$ cat src/rtl/cms_pkg.sv
package cms_pkg;

    typedef enum logic [1:0] {
        MODE_SLEEP = 2'd0,
        MODE_RESET = 2'd1,
        MODE_HALT  = 2'd2,
        MODE_OPER  = 2'd3
    } opmode_e;

    // mode request codes (control bits 9:8)
    localparam logic [1:0] REQ_OPER  = 2'b00;
    localparam logic [1:0] REQ_RESET = 2'b01;
    localparam logic [1:0] REQ_HALT  = 2'b10;
    localparam logic [1:0] REQ_FORCE = 2'b11;

    // bus-off recovery code that selects automatic halt
    localparam logic [1:0] BOR_AUTO_HALT = 2'b01;

    // control word bit positions
    localparam int CTL_FIFO_BIT = 0;
    localparam int CTL_IDF_LSB  = 1;
    localparam int CTL_OVR_BIT  = 3;
    localparam int CTL_REQ_LSB  = 8;
    localparam int CTL_SLP_BIT  = 10;
    localparam int CTL_BOR_LSB  = 11;
    localparam int CTL_TOP_BIT  = 12;

    // status word bit positions
    localparam int STS_RST_BIT  = 8;

    typedef struct packed {
        logic [1:0] bor;
        logic       sleep;
        logic [1:0] req;
        logic       ovr;
        logic [1:0] idf;
        logic       fifo;
    } ctl_fields_t;

    localparam ctl_fields_t CTL_RESET_VAL = '{
        bor: 2'b00, sleep: 1'b1, req: REQ_RESET, ovr: 1'b0, idf: 2'b00, fifo: 1'b0
    };

endpackage

$ cat src/rtl/cms_ctrl_reg.sv
module cms_ctrl_reg
    import cms_pkg::*;
#(
    parameter int REG_W = 16
) (
    input  logic             clk,
    input  logic             rst_n,
    input  logic             wr_en,
    input  logic [REG_W-1:0] wdata,
    input  opmode_e          cur_mode,
    input  logic             bo_halt,
    output ctl_fields_t      fld_q,
    output logic             sleep_nxt,
    output logic [REG_W-1:0] rdata
);

    ctl_fields_t fld_d;
    logic        in_reset;
    logic        sleep_ok;
    logic        unused_wbits;

    assign unused_wbits = ^{wdata[REG_W-1:CTL_TOP_BIT+1], wdata[CTL_REQ_LSB-1:CTL_OVR_BIT+1]};

    always_comb begin
        fld_d    = fld_q;
        in_reset = (cur_mode == MODE_RESET);
        sleep_ok = (cur_mode == MODE_RESET) || (cur_mode == MODE_HALT);
        if (wr_en) begin
            fld_d.ovr = wdata[CTL_OVR_BIT];
            if (in_reset) begin
                fld_d.fifo = wdata[CTL_FIFO_BIT];
                fld_d.idf  = wdata[CTL_IDF_LSB +: 2];
                fld_d.bor  = wdata[CTL_BOR_LSB +: 2];
            end
            if (fld_q.sleep) begin
                fld_d.sleep = wdata[CTL_SLP_BIT];
            end else begin
                fld_d.sleep = wdata[CTL_SLP_BIT] & sleep_ok;
            end
            if (!fld_d.sleep) begin
                fld_d.req = wdata[CTL_REQ_LSB +: 2];
            end
        end
        if (bo_halt) begin
            fld_d.req = REQ_HALT;
        end
        sleep_nxt = fld_d.sleep;
    end

    always_ff @(posedge clk or negedge rst_n) begin
        if (!rst_n) begin
            fld_q <= CTL_RESET_VAL;
        end else begin
            fld_q <= fld_d;
        end
    end

    always_comb begin
        rdata                      = '0;
        rdata[CTL_FIFO_BIT]        = fld_q.fifo;
        rdata[CTL_IDF_LSB +: 2]    = fld_q.idf;
        rdata[CTL_OVR_BIT]         = fld_q.ovr;
        rdata[CTL_REQ_LSB +: 2]    = fld_q.req;
        rdata[CTL_SLP_BIT]         = fld_q.sleep;
        rdata[CTL_BOR_LSB +: 2]    = fld_q.bor;
    end

    AST_CFG_LOCKED: assert property (@(posedge clk) disable iff (!rst_n)
        (cur_mode != MODE_RESET) |=> ($stable(fld_q.fifo) && $stable(fld_q.idf) && $stable(fld_q.bor)));

    AST_SLEEP_REJECT: assert property (@(posedge clk) disable iff (!rst_n)
        (wr_en && !fld_q.sleep && cur_mode == MODE_OPER) |=> !fld_q.sleep);

    AST_SLEEP_FREEZE: assert property (@(posedge clk) disable iff (!rst_n)
        (fld_q.sleep && wr_en && wdata[CTL_SLP_BIT]) |=> $stable(fld_q.req));

endmodule

$ cat src/rtl/cms_mode_fsm.sv
module cms_mode_fsm
    import cms_pkg::*;
(
    input  logic        clk,
    input  logic        rst_n,
    input  ctl_fields_t fld,
    input  logic        sleep_nxt,
    input  logic        frame_bnd,
    input  logic        bus_off,
    output opmode_e     cur_mode,
    output logic        bo_halt
);

    typedef struct packed {
        opmode_e cur;
        opmode_e ret;
    } fsm_st_t;

    fsm_st_t st_d, st_q;
    logic    unused_cfg;

    assign unused_cfg = ^{fld.fifo, fld.idf, fld.ovr};
    assign cur_mode   = st_q.cur;

    always_comb begin
        st_d    = st_q;
        bo_halt = bus_off && (st_q.cur == MODE_OPER) &&
                  (fld.bor == BOR_AUTO_HALT) && (fld.req != REQ_FORCE);
        if (fld.sleep) begin
            if (st_q.cur == MODE_RESET || st_q.cur == MODE_HALT) begin
                st_d.cur = MODE_SLEEP;
                st_d.ret = st_q.cur;
            end
        end else if (st_q.cur == MODE_SLEEP) begin
            st_d.cur = st_q.ret;
        end else if (sleep_nxt) begin
            st_d = st_q;
        end else if (bo_halt) begin
            st_d.cur = MODE_HALT;
        end else begin
            unique case (fld.req)
                REQ_FORCE: st_d.cur = MODE_RESET;
                REQ_RESET: begin
                    if (st_q.cur != MODE_OPER || frame_bnd) st_d.cur = MODE_RESET;
                end
                REQ_HALT: begin
                    if (st_q.cur != MODE_OPER || frame_bnd) st_d.cur = MODE_HALT;
                end
                default: begin
                    if (frame_bnd) st_d.cur = MODE_OPER;
                end
            endcase
        end
    end

    always_ff @(posedge clk or negedge rst_n) begin
        if (!rst_n) begin
            st_q.cur <= MODE_SLEEP;
            st_q.ret <= MODE_RESET;
        end else begin
            st_q <= st_d;
        end
    end

    AST_FORCE_RESET: assert property (@(posedge clk) disable iff (!rst_n)
        (!fld.sleep && !sleep_nxt && fld.req == REQ_FORCE &&
         (st_q.cur == MODE_OPER || st_q.cur == MODE_HALT)) |=> (st_q.cur == MODE_RESET));

    AST_RESET_WAITS: assert property (@(posedge clk) disable iff (!rst_n)
        (st_q.cur == MODE_OPER && fld.req == REQ_RESET && !frame_bnd && !bus_off)
        |=> (st_q.cur == MODE_OPER));

    AST_OPER_AT_BOUNDARY: assert property (@(posedge clk) disable iff (!rst_n)
        (st_q.cur != MODE_OPER && !frame_bnd) |=> (st_q.cur != MODE_OPER));

    AST_BUSOFF_HALT: assert property (@(posedge clk) disable iff (!rst_n)
        (bus_off && st_q.cur == MODE_OPER && fld.bor == BOR_AUTO_HALT && fld.req != REQ_FORCE)
        |=> (st_q.cur == MODE_HALT));

    AST_NO_SLEEP_FROM_OPER: assert property (@(posedge clk) disable iff (!rst_n)
        (st_q.cur == MODE_OPER) |=> (st_q.cur != MODE_SLEEP));

endmodule

$ cat src/rtl/can_mode_seq.sv
module can_mode_seq
    import cms_pkg::*;
#(
    parameter int REG_W = 16
) (
    input  logic             clk,
    input  logic             rst_n,
    input  logic             ctl_wr,
    input  logic [REG_W-1:0] ctl_wdata,
    input  logic             frame_bnd,
    input  logic             bus_off,
    output logic [REG_W-1:0] ctl_rdata,
    output logic [REG_W-1:0] sts_rdata,
    output logic             mode_sleep,
    output logic             mode_reset,
    output logic             mode_halt,
    output logic             mode_oper
);

    ctl_fields_t fld;
    opmode_e     cur_mode;
    logic        sleep_nxt;
    logic        bo_halt;

    cms_ctrl_reg #(.REG_W(REG_W)) u_ctrl (
        .clk      (clk),
        .rst_n    (rst_n),
        .wr_en    (ctl_wr),
        .wdata    (ctl_wdata),
        .cur_mode (cur_mode),
        .bo_halt  (bo_halt),
        .fld_q    (fld),
        .sleep_nxt(sleep_nxt),
        .rdata    (ctl_rdata)
    );

    cms_mode_fsm u_fsm (
        .clk      (clk),
        .rst_n    (rst_n),
        .fld      (fld),
        .sleep_nxt(sleep_nxt),
        .frame_bnd(frame_bnd),
        .bus_off  (bus_off),
        .cur_mode (cur_mode),
        .bo_halt  (bo_halt)
    );

    always_comb begin
        sts_rdata              = '0;
        sts_rdata[STS_RST_BIT] = (cur_mode == MODE_RESET);
        mode_sleep             = (cur_mode == MODE_SLEEP);
        mode_reset             = (cur_mode == MODE_RESET);
        mode_halt              = (cur_mode == MODE_HALT);
        mode_oper              = (cur_mode == MODE_OPER);
    end

    AST_HALT_READBACK: assert property (@(posedge clk) disable iff (!rst_n)
        (mode_oper && bus_off && fld.bor == BOR_AUTO_HALT && fld.req != REQ_FORCE)
        |=> (ctl_rdata[CTL_REQ_LSB +: 2] == REQ_HALT));

endmodule

$ cat config.mk
export PLATFORM = sky130hd
export DESIGN_NAME = can_mode_seq
export DESIGN_NICKNAME = d
export VERILOG_FILES = /design/src/rtl/cms_pkg.sv /design/src/rtl/cms_ctrl_reg.sv /design/src/rtl/cms_mode_fsm.sv /design/src/rtl/can_mode_seq.sv
export SDC_FILE = /design/constraint.sdc
export NUM_CORES = 1
export LEC_CHECK = 0
export BUFFER_PORTS_ARGS = -buffer_cell sky130_fd_sc_hd__buf_4
export CAP_MARGIN = 20
export CORE_ASPECT_RATIO = 0.9
export CORE_MARGIN = 4
export CORE_UTILIZATION = 35
export CTS_CLUSTER_DIAMETER = 30
export DETAILED_ROUTE_END_ITERATION = 10
export PLACE_DENSITY = 0.72
export RECOVER_POWER = 25
export SETUP_SLACK_MARGIN = 0.2
export SYNTH_ARGS = -nofsm -noshare
export SYNTH_HDL_FRONTEND = slang
export SYNTH_SLANG_ARGS = --single-unit
$ cat constraint.sdc
create_clock -name clk -period 1.3 [get_ports clk]
set_input_delay 0.065 -clock clk [delete_from_list [all_inputs] [get_ports clk]]
set_output_delay 0.065 -clock clk [all_outputs]
set_load 0.005 [all_outputs]
**Word-level counts from Yosys, hierarchy flattened**

Cells that the tools add are included.

- Register bits after elaboration: 13
- Input port bits: 21
- Output and inout port bits: 36
- Logic and storage cells: 50

- Equality and inequality tests: 14
- Mux-type cells: 15
- Bitwise operators: 1
- Reductions and logical operators: 12

Operators with widths:

| cell | count |
|---|---|
| two-way mux 2 bit | 8 |
| inequality test 5 x 4 -> 1 bit, second input constant | 2 |
| equality test 2 bit, second input constant | 4 |
| two-way mux 4 bit | 2 |
| inequality test 2 bit, second input constant | 4 |
| two-way mux 7 bit | 1 |
| nonzero test 7 bit | 1 |
| equality test 2 x 1 -> 1 bit, second input constant | 3 |
| case mux 2 bit (3 select lines) | 1 |
| AND reduction 2 bit | 3 |
| AND reduction 5 bit | 1 |
| logical AND 1 bit | 3 |
| two-way mux 3 bit | 1 |
| inequality test 3 x 2 -> 1 bit, second input constant | 1 |
| zero test 2 bit | 1 |
| logical OR 1 bit | 2 |
| two-way mux 1 bit | 2 |
| nonzero test 2 bit | 1 |
| bitwise AND 1 bit | 1 |

**Depth between registers and ports, before layout**

- Word-level depth: 10
- Mapped depth: 6
- Gate-level depth less buffers: 6

**Modules after synthesis**

From an unflattened synthesis, not the netlist that was laid out.

- Cells, all modules: 107
- Area total of the unflattened synthesis: 1016.0 µm²

Modules (own cells, without submodules):

| module | instances | cells each | area an instance (µm²) | seq. area each (µm²) |
|---|---|---|---|---|
| cms_ctrl_reg | 1 | 45 | 538.0 | 227.7 |
| cms_mode_fsm | 1 | 41 | 327.8 | 101.3 |
| can_mode_seq | 1 | 21 | 150.1 | 0.0 |

**Least setup slack after synthesis**

Ideal clock, no wire load.

- Path type: flip-flop to flip-flop
- From: reg u_fsm.st_q, in the netlist u_fsm.cur_mode[0]
- To: reg u_fsm.st_q, in the netlist u_fsm.cur_mode[0]
- Setup time: 0.079 ns
- Data arrival time: 1.328 ns
- Required time: 1.221 ns
- Setup slack: -0.108 ns
- Stages on the path, launching flop included: 6
- Path buffers: 0
- Period minus slack after synthesis: 1.408 ns
- Cell sequence: dfrtp_1 -> ha_1 -> inv_2 -> maj3_2 -> o21ai_2 -> mux2i_1

- Longest elaborated chain between the ends: 8
- Elaborated cells on any way between the ends: 24
- Those cells by class: 8 x eq/ne; 7 x mux; 1 x bitwise; 8 x reduce/logical

Ends and longest elaborated chain:

| element | line | text |
|---|---|---|
| from (decl) | cms_mode_fsm.sv:19 | `fsm_st_t st_d, st_q;` |
| from (signal assigned) | cms_mode_fsm.sv:61 | `st_q <= st_d;` |
| equality test 2 bit (*) | -- |  |
| via mode_oper | can_mode_seq.sv:17 | `output logic mode_oper` |
| logical AND 1 bit (*) (2 in series) | cms_mode_fsm.sv:27 | `bo_halt = bus_off && (st_q.cur == MODE_OPER) &&` |
| logical AND 1 bit (*) | cms_mode_fsm.sv:28 | `(fld.bor == BOR_AUTO_HALT) && (fld.req != REQ_FORCE);` |
| two-way mux 2 bit | cms_mode_fsm.sv:38 | `end else if (bo_halt) begin` |
| two-way mux 2 bit | cms_mode_fsm.sv:36 | `end else if (sleep_nxt) begin` |
| two-way mux 2 bit | cms_mode_fsm.sv:34 | `end else if (st_q.cur == MODE_SLEEP) begin` |
| two-way mux 4 bit | cms_mode_fsm.sv:29 | `if (fld.sleep) begin` |

The timed path passes the listed nets; every way through them passes the cells marked *. The select of a mux whose other input is x is not followed.
A chain may end at the register's enable or synchronous reset.

**Worst setup path in the final report**

- From: reg u_fsm.st_q, in the netlist u_fsm.cur_mode[1]
- To: reg u_fsm.st_q, in the netlist u_fsm.cur_mode[1]

- Longest elaborated chain between the ends: 8
- Elaborated cells on any way between the ends: 24
- Those cells by class: 8 x eq/ne; 7 x mux; 1 x bitwise; 8 x reduce/logical

Ends and longest elaborated chain:

| element | line |
|---|---|
| equality test 2 x 1 -> 1 bit, or another cell as far along | cms_ctrl_reg.sv:27, cms_mode_fsm.sv:30 |
| logical OR 1 bit or logical AND 1 bit (tied branches) | cms_ctrl_reg.sv:27, cms_mode_fsm.sv:30, cms_mode_fsm.sv:27 |
| bitwise AND 1 bit or logical AND 1 bit (tied branches) | cms_ctrl_reg.sv:38, cms_mode_fsm.sv:27 |
| two-way mux 1 bit or logical AND 1 bit (tied branches) | cms_ctrl_reg.sv:35, cms_mode_fsm.sv:28 |
| two-way mux 1 bit or two-way mux 2 bit (tied branches) | cms_ctrl_reg.sv:28, cms_mode_fsm.sv:38 |
| two-way mux 7 bit or two-way mux 2 bit (tied branches) | cms_ctrl_reg.sv:28, cms_mode_fsm.sv:36 |
| inequality test 3 x 2 -> 1 bit (no line) or two-way mux 2 bit (tied branches) | -- |
| AND reduction 5 bit (no line) or two-way mux 4 bit (tied branches) | -- |

Parallel ways exist; a longest one is shown, timed or not. The select of a mux whose other input is x is not followed.

==> flow_metrics.tcl <==
set metrics [dict create \
    dr_total_vias 672 \
    wirelength_um 1950 \
    synthMuxAreaShare 0.141 \
    drtAntennaViolNets 0 \
    ir_drop_v 0.00133 \
    gp_congestion 0.843 \
    die_width_um 59.8 \
    hold_viol 0 \
    io_pins 57 \
    cp-start-kind "flop" \
    leakage_nw 0.648 \
    path_class "reg -> reg" \
    avgViaCountPerCell 4.42 \
    violations "negative setup slack" \
    fin_crit_sh 1.11 \
    tightest_slew_ns 0.732 \
    grt_pass1_wl_um 2940 \
    seq_area_frac_synth 0.389 \
    die_area_um2 3270 \
    synth_top_family_by_area "buffers and inverters" \
    period_minus_slack_ns 1.45 \
    multi_input_area_um2 510 \
    synth_compound_area_frac 0.0843 \
    internal_power_w 0.00180 \
    fill_cells 195 \
    dp_hpwl_um 1450 \
    p_switching_w 0.00104 \
    synthCells 83 \
    root_buffer "clkbuf_4" \
    antenna_cells 0 \
    dr.pass1.iters 3 \
    drv_slew 0 \
    drcViolationCount 0 \
    final.setup.worst_slack_ns -0.149 \
    slew_headroom 0.512 \
    synth.avg_cell_area_um2 10.2 \
    cp_max_fo 3 \
    core_um2 2240 \
    io_buffers 27 \
    regArea_um2 332 \
    post-route-cell-area_um2 1270 \
    ys_types 20 \
    rsz0062_at_grt "true" \
    cts_buffers 3 \
    power.density_nw_per_um2 2230 \
    seqPwrFrac 0.298 \
    synthSimpleGateAreaFrac 0.0784 \
    slowest_delay_ns 0.42 \
    rows 16 \
    switching_share 0.366 \
    cts.sinks 13 \
    tritoncts "yes" \
    clkTransAtPathRegs_ns 0.08 \
    status "finished with violations" \
    h-tree-depth 1 \
    overflow 0 \
    cts_buffer_depth 2 \
    crit_slowest_cell "dfrtp_2" \
    max_clock_freq_ghz 0.690 \
    fin_skew_ns 0.00307 \
    drt_iter0_drc 5 \
    antenna_found_initial 0 \
    start_util 0.377 \
    synthArstFlopShare 1.00 \
    cap_violations 0 \
    synthXorXnorAreaFrac 0 \
    synthFlopType "dfrtp_1" \
    arrival_ns 1.64 \
    routedWlPerCell_um 12.8 \
    cp_data_required_time_ns 1.49 \
    fin_nets 151 \
    ys_seq_elements 13 \
    synthAdderAreaFrac 0.0725 \
    chipHeight_um 54.6 \
    hold_class "in -> reg" \
    yosys_warnings 0 \
    placed_area_um2 1080 \
    grt_pass1_vias 656 \
    insertion_delay_ns 0.27 \
    syn_to_final_growth_pct 49.9 \
    pwr-share-comb 0.614 \
    fin_cells 152 \
    grt_start_max_net_pins 14 \
    syn_area_um2 846 \
    critPathCaptureType "flop" \
    path_cells "ha_4 > inv_2 > maj3_2 > o21ai_4 > mux2i_1" \
    dp_cells 143 \
    clock_power_share 0.088 \
    setup_viol 12 \
    synth_edf_count 0 \
    layout-drive-gt1-share 0.544 \
    grtUsageTotal 0.123 \
]
-- synthesized netlist by cell type, types with 2 or more instances --
cell / n / area share
ha_1: 4 / 0.059
mux2_2: 7 / 0.093
o21ai_0: 4 / 0.024
nand2_1: 8 / 0.036
nor2_1: 2 / 0.0089
buf_4: 23 / 0.20
inv_1: 5 / 0.022
mux2i_1: 4 / 0.047
a21oi_1: 3 / 0.018
a31oi_1: 2 / 0.015
dfrtp_1: 10 / 0.30
dfstp_2: 3 / 0.093
-- state kept, by name, summed over array words and instances (netlist names) --
name,cells
u_fsm.cur_mode,2
u_fsm.st_q,2
u_ctrl.fld_q,9
-- path summary, 6_finish.rpt --
| check | from | cells after the start | slack (ns) | to |
|---|---|---|---|---|
| max in group asynchronous | rst_n | 2 | 0.44 | u_fsm.cur_mode[0] |
| max reg2reg | u_fsm.cur_mode[1] | 5 | -0.15 | u_fsm.cur_mode[1] |
| min | ctl_wdata[11] | 2 | 0.02 | u_ctrl.fld_q[7] |
| min reg2reg | u_fsm.st_q[0] | 2 | 0.47 | u_fsm.st_q[0] |
| max | u_fsm.cur_mode[1] | 5 | -0.15 | u_fsm.cur_mode[1] |
| min in group asynchronous | rst_n | 2 | 0.36 | u_ctrl.fld_q[8] |
-- final cells by class --
class                      count  area share
sequential                    13       0.262
inverter                       6      0.0178
timing repair buffer          40       0.270
tap                           27      0.0267
multi-input combinational     62       0.403
clock buffer                   4      0.0207
-- stage by stage --
stage	setup slack [ns]	total power [W]	utilization	setup TNS, ns	hold WS, ns
floorplan	-0.0241	0.00154	-	-0.120	-0.231
global placement	-0.0973	0.00209	0.480	-0.692	-0.0818
detailed placement	-0.163	0.00213	0.480	-0.969	-0.0760
CTS	-0.161	0.00263	0.544	-1.13	0.0145
global route	-0.209	0.00304	0.565	-1.43	0.00967
finish	-0.149	0.00283	0.565	-0.983	0.0212
-- cell families after synthesis --
group,Yosys count
other,1
DFF,13
and+or+nand+nor,12
AOI/OAI and AO/OA,12
adders and majority gates,5
buffers and inverters,29
muxes,11
-- worst max-delay path, delay by kind of cell, from the launching register on --
| kind | cells | cell delay, ns |
|---|---|---|
| buf+inv | 1 | 0.05 |
| mux | 1 | 0.23 |
| fa+ha+maj | 2 | 0.50 |
| flops | 1 | 0.42 |
| compound gates | 1 | 0.16 |
-- cell usage in the layout, fill, tap and decap left out, types with 3 or more instances in the layout --
cell	n
a21oi_1	3
buf_4	26
buf_6	11
clkbuf_4	3
conb_1	22
dfrtp_1	8
dfstp_2	3
ha_4	4
inv_1	3
inv_2	3
mux2_4	5
mux2i_1	4
nand2_1	6
-- power groups by stage --
stage	combinational (W)	clock, W	sequential [W]
2_1_floorplan	0.000742	0	0.000795
3_3_place_gp	0.00128	0	0.000806
3_5_place_dp	0.00131	0	0.000812
4_1_cts	0.00156	0.000260	0.000815
5_1_grt	0.00188	0.000277	0.000877
6_report	0.00174	0.000249	0.000843
-- routing by layer --
metal  global-route usage  vias to the layer above  routed length, um
li1                     -                      316                  -
met1                0.143                      316                756
met3               0.0330                        2                205
met2                0.210                       38                960
met5                    0                        -                  0
met4               0.0590                        0                 23
-- what timing repair did --
action                     4_1_cts  5_1_grt
pin swaps                        3        2
buffers inserted                 3        0
gates cloned                     0        0
hold endpoints to repair        14        0
hold buffers                     2        0
setup endpoints to repair       17       16
resized for setup               18       14
(Power assumes the default switching activity.)
